`config.mk`:
```
export PLATFORM = sky130hd
export DESIGN_NAME = lzt_zone_tracker
export DESIGN_NICKNAME = d
export VERILOG_FILES = /design/src/rtl/lzt_pkg.sv /design/src/rtl/lzt_state_store.sv /design/src/rtl/lzt_evt_classify.sv /design/src/rtl/lzt_zone_tracker.sv
export SDC_FILE = /design/constraint.sdc
export NUM_CORES = 1
export LEC_CHECK = 0
export BUFFER_PORTS_ARGS = -buffer_cell sky130_fd_sc_hd__buf_2
export CAP_MARGIN = 5
export CELL_PAD_IN_SITES_DETAIL_PLACEMENT = 0
export CELL_PAD_IN_SITES_GLOBAL_PLACEMENT = 1
export CORE_ASPECT_RATIO = 1.75
export CORE_MARGIN = 5
export CORE_UTILIZATION = 33
export DETAILED_ROUTE_END_ITERATION = 7
export PLACE_DENSITY_LB_ADDON = 0.15
export RECOVER_POWER = 25
export SYNTH_ARGS = -nofsm -noshare
export SYNTH_HDL_FRONTEND = slang
export SYNTH_SLANG_ARGS = --single-unit
export TNS_END_PERCENT = 100
```
`constraint.sdc`:
```
create_clock -name clk -period 2.5 [get_ports clk]
set_input_delay 0.125 -clock clk [delete_from_list [all_inputs] [get_ports clk]]
set_output_delay 0.125 -clock clk [all_outputs]
set_load 0.005 [all_outputs]
```
`src/rtl/lzt_pkg.sv`:
```
package lzt_pkg;

  typedef enum logic [1:0] {
    LS_INIT  = 2'd0,
    LS_PREF  = 2'd1,
    LS_ACC   = 2'd2,
    LS_INVAL = 2'd3
  } line_state_e;

  typedef struct packed {
    logic illegal;
    logic hit;
    logic good;
    logic miss;
    logic issue;
  } zone_evt_t;

endpackage

```
`src/rtl/lzt_state_store.sv`:
```
module lzt_state_store
  import lzt_pkg::*;
#(
  parameter int LINES = 16,
  parameter int NRD   = 2,
  localparam int IW   = $clog2(LINES)
) (
  input  logic              clk,
  input  logic              rst,
  input  logic              init_en,
  input  logic              wr_en,
  input  logic [IW-1:0]     wr_idx,
  input  logic [1:0]        wr_state,
  input  logic [NRD*IW-1:0] rd_idx,
  output logic [NRD*2-1:0]  rd_state,
  output logic [1:0]        wr_old
);

  // Register array: a single-cycle whole-zone initialise needs every cell.
  logic [1:0] cell_q [LINES];

  always_ff @(posedge clk) begin
    if (rst) begin
      for (int i = 0; i < LINES; i++) cell_q[i] <= LS_INVAL;
    end else if (init_en) begin
      for (int i = 0; i < LINES; i++) cell_q[i] <= LS_INIT;
    end else if (wr_en) begin
      cell_q[wr_idx] <= wr_state;
    end
  end

  // Old state of the addressed line, for the transition classifier.
  assign wr_old = cell_q[wr_idx];

  // Registered read ports, read-before-write.
  genvar p;
  generate
    for (p = 0; p < NRD; p++) begin : g_rd
      logic [1:0] rd_q;
      always_ff @(posedge clk) begin
        if (rst) rd_q <= LS_INVAL;
        else     rd_q <= cell_q[rd_idx[p*IW +: IW]];
      end
      assign rd_state[p*2 +: 2] = rd_q;
    end
  endgenerate

endmodule

```
`src/rtl/lzt_evt_classify.sv`:
```
module lzt_evt_classify
  import lzt_pkg::*;
(
  input  logic      clk,
  input  logic      rst,
  input  logic      valid,
  input  logic [1:0] old_state,
  input  logic [1:0] new_state,
  output zone_evt_t evt
);

  zone_evt_t evt_d, evt_q;

  always_comb begin
    evt_d = '0;
    if (valid && (new_state != LS_INIT)) begin
      unique case (old_state)
        LS_INIT: begin
          evt_d.issue = (new_state == LS_PREF);
          evt_d.miss  = (new_state == LS_ACC);
        end
        LS_PREF:  evt_d.good    = (new_state == LS_ACC);
        LS_ACC:   evt_d.hit     = (new_state == LS_ACC);
        default:  evt_d.illegal = 1'b1;
      endcase
    end
  end

  always_ff @(posedge clk) begin
    if (rst) evt_q <= '0;
    else     evt_q <= evt_d;
  end

  assign evt = evt_q;

endmodule

```
`src/rtl/lzt_zone_tracker.sv`:
```
module lzt_zone_tracker
  import lzt_pkg::*;
#(
  parameter int LINES = 16,
  parameter int NRD   = 2,
  localparam int IW   = $clog2(LINES)
) (
  input  logic              clk,
  input  logic              rst,
  input  logic              init_en,
  input  logic              wr_en,
  input  logic [IW-1:0]     wr_idx,
  input  logic [1:0]        wr_state,
  input  logic [NRD*IW-1:0] rd_idx,
  output logic [NRD*2-1:0]  rd_state,
  output logic              ev_issue,
  output logic              ev_miss,
  output logic              ev_good,
  output logic              ev_hit,
  output logic              ev_illegal
);

  logic [1:0] old_state;
  zone_evt_t  evt;
  logic       wr_accept;

  // The initialise command takes priority over a line write.
  assign wr_accept = wr_en && !init_en;

  lzt_state_store #(.LINES(LINES), .NRD(NRD)) u_store (
    .clk      (clk),
    .rst      (rst),
    .init_en  (init_en),
    .wr_en    (wr_en),
    .wr_idx   (wr_idx),
    .wr_state (wr_state),
    .rd_idx   (rd_idx),
    .rd_state (rd_state),
    .wr_old   (old_state)
  );

  lzt_evt_classify u_cls (
    .clk       (clk),
    .rst       (rst),
    .valid     (wr_accept),
    .old_state (old_state),
    .new_state (wr_state),
    .evt       (evt)
  );

  assign ev_issue   = evt.issue;
  assign ev_miss    = evt.miss;
  assign ev_good    = evt.good;
  assign ev_hit     = evt.hit;
  assign ev_illegal = evt.illegal;

endmodule

```
==> impl_results.md <==
- WP buf/inv: 0
- CP startpoint kind: register
- WL final: 7.135 mm
- Critical Path Fanout Max: 4
- Post-CTS Resized: 0
- Synth Area in Simple Gates: 12.19%
- P&R area growth vs syn: 13.72%
- Worst r2r dst: u_cls.evt[0]$_SDFF_PP0_
- CTS buffer count: 5
- # port buffers: 26
- Slew of the pin with the lowest slew margin: 1.164 ns
- CP endpoint kind: register
- Total track usage: 15.40%
- Commonest non-fill, non-tap cell in the layout: edfxtp_1
- Most frequent cells in the layout: 32 x edfxtp_1, 26 x nand2_1, 26 x mux4_2, 22 x o21a_1, 20 x buf_2
- Count of final setup violators: 0
- Combinational fraction of design power: 15.6%
- Vias: 1,769
- First-pass GRT wire length: 11.03 mm
- RSZ-0062 raised after global routing: no
- Min Tclk post-route: 2.148 ns
- WL/cell: 23.86 microns
- Pleak: 0.9990 nW
- Reg2reg start: u_store.cell_q[2][0]$_DFFE_PP_
- Die Wd: 76.27 microns
- Max_slew headroom: 22.11%
- Antenna violations before repair: 0
- Routed vias/inst: 5.916
- Placed cell area: 2706 sq um
- Status: finished clean
- Clock power share: 41.9%
- Syn avg cell area: 13.14 sq um
- Final setup TNS: 0 ns
- Slew Limit Fails: 0
- Die footprint: 9608 sq um
- # H-tree levels: 2
- Clock Skews: 0.005357 ns
- Sw Ratio: 23.49%
- TritonCTS clock tree: built
- Routability Congestion: 0.8588
- Yosys warns: 0
- NumNets Final: 228
- Post-synth net total: 211
- Int Pwr: 1.534 mW
- Reg2Reg Depth: 4
- Sw Pwr: 0.4710 mW
- Hold Buf Count CTS: 0
- Register-to-register setup slack: 0.35 ns
- Core Box Area: 7515 sq um
- Cell area after synthesis: 2536 sq um
- Critical-path cell list: mux4_2, mux2i_1, nand4_1, a2111oi_2
- CP arrival: 2.30 ns
- Worst EP required: 2.65 ns
- Sequential power share: 42.5%
- Final ANT Viol Nets: 0
- Vias in the first global route: 1,902
- # clock sinks: 41
- Clk pin slew, worst setup/hold paths: 0.06 ns
- Total of max-cap violations: 0
- Hold Crit Endpoint: u_cls.evt[3]$_SDFF_PP0_
- Adder-cell share of the synthesized area: 0%
- Sequential share of the synthesized area: 44.99%
- CP max stage cell: a2111oi_2
- Multiplexer area fraction after synthesis: 27.78%
- Diodes inserted: 0
- Critical path's top delay family: multiplexers
- Worst hold path startpoint: wr_idx[2]
- Fin cells: 299
- Final worst path period share: 85.91%
- CTS root buffer: clkbuf_16
- Hold Fails Final Rpt: 0
- Initial Utilization: 33.75%
- Final non-filler cell area: 2884 sq um
- 1st-pass router iterations: 4
- Hold crit path type: input port to register
- Setup CP Type: register to register
- Largest net degree at the start of global routing: 21
- Dpl cells: 291
- Row cnt: 42
- Pwr Density: 695.2 nW/um^2
- Peak Freq: 465.6 MHz
- Worst Hold Depth: 3
- Xor and xnor area share after synthesis: 0%
- Total gr overflow: 0
- Distinct cells, synth: 35
- Post-CTS setup buffer count: 0
- Die H: 126.0 microns
- Iteration-0 DRC Markers: 130
- Synth Area in Compound Gates: 11.40%
- Post-Syn Instances: 193
- Fill count: 716
- Crit-path max cell delay: 0.51 ns
- Maximum VDD drop: 342.5 uV
- WHS: 0.1976 ns
- FF+latch count, synth: 41
- DPL Wire Length: 5.623 mm
- Clk_lat worst skew: 0.28 ns
- Max Root-Sink Buffers: 2
- Largest family of logic cells by synthesized area: multiplexers
- Post-route DRC: 0
- Share of cells above drive strength 1: 29.38%
- Num ports: 27
==> how the worst max path moves through the flow <==
stage | startpoint | to | slack [ns] | cells after the start
finish | u_store.cell_q[2][0]$_DFFE_PP_ | u_cls.evt[0]$_SDFF_PP0_ | 0.35 | 4
global route | u_store.cell_q[2][0]$_DFFE_PP_ | u_cls.evt[0]$_SDFF_PP0_ | 0.18 | 4
CTS | u_store.cell_q[2][0]$_DFFE_PP_ | u_cls.evt[0]$_SDFF_PP0_ | 0.36 | 4
detailed placement | wr_idx[3] | u_cls.evt[0]$_SDFF_PP0_ | 0.36 | 5
global placement | wr_idx[3] | u_cls.evt[0]$_SDFF_PP0_ | 0.39 | 5
floorplan | u_store.cell_q[10][0]$_DFFE_PP_ | u_cls.evt[0]$_SDFF_PP0_ | 0.82 | 4
==> power by group through the flow <==
| stage | registers, mW | clock network [mW] | logic [mW] |
|---|---|---|---|
| floorplan | 0.838 | 0 | 0.234 |
| global placement | 0.859 | 0 | 0.311 |
| detailed placement | 0.866 | 0 | 0.315 |
| CTS | 0.851 | 0.860 | 0.316 |
| global route | 0.858 | 0.885 | 0.336 |
| finish | 0.853 | 0.839 | 0.313 |
==> synth_stat cells <==
cell type	instances	area, sq um
nor3b_1	3	22.52
buf_6	1	11.26
o21ai_1	2	10.01
or2_1	4	25.02
nor2_1	6	22.52
and2_1	1	6.260
nor3_2	1	10.01
inv_2	1	3.750
nand2b_1	6	37.54
a2111oi_2	1	15.01
or3b_1	1	8.760
nand2_1	26	97.59
a21boi_1	1	7.510
buf_2	4	20.02
nor2b_1	1	6.260
o21a_1	22	165.2
mux2_2	1	11.26
a31o_2	1	8.760
mux4_2	26	585.6
nand3_2	1	10.01
mux2i_4	2	45.04
buf_1	1	3.750
or3_1	1	6.260
dfxtp_1	9	180.2
a21o_1	10	75.07
clkbuf_1	10	37.54
nor3_1	5	25.02
mux4_1	2	52.55
inv_1	3	11.26
nand4_1	2	12.51
clkbuf_2	1	5.000
nor4_1	3	18.77
o21bai_1	1	7.510
mux2i_1	1	10.01
edfxtp_1	32	960.9
==> worst reg2reg max path, stage by stage (launching register included) <==
cell and delay (ns):
edfxtp_1 0.45, mux4_2 0.50, mux2i_1 0.33, nand4_1 0.23, a2111oi_2 0.51
==> kinds of logic (layout without fill, tap and decap cells) <==
kind of cell           Yosys count  in the layout
AOI/OAI and AO/OA               38             38
buffers and inverters           21             39
DFF                             41             41
muxes                           32             32
and+or+nand+nor                 61             61
==> metrics by stage <==
step / total power, mW / utilization (%) / worst slack, ns
finish: 2.005 / 38.38 / 0.3523
global route: 2.080 / 38.38 / 0.1775
CTS: 2.028 / 38.54 / 0.3647
detailed placement: 1.180 / 36.01 / 0.3556
global placement: 1.170 / 36.01 / 0.3921
floorplan: 1.072 / - / 0.8172
==> state kept, by name, summed over array words and instances (netlist names) <==
name	cells
u_store.g_rd.rd_q	4
u_cls.evt	5
u_store.cell_q	32
==> cell type report <==
class                      instances  area [sq um]  share of cell area, %
clock buffer                       5         125.1                  4.338
clock inverter                     3         65.06                  2.256
inverter                           4         15.01                 0.5206
multi-input combinational        131          1297                  44.99
sequential                        41          1141                  39.57
tap                               88         110.1                  3.818
timing repair buffer              27         130.1                  4.512
==> routing by layer <==
metal  track usage, %  up-vias  routed length [microns]
met3            3.071       22                      287
met1            15.91      896                     2567
li1                 -      783                        -
met2            27.32       68                     3832
met4            10.71        0                      448
met5                0        -                        0
Power figures use the tool's default switching activity.
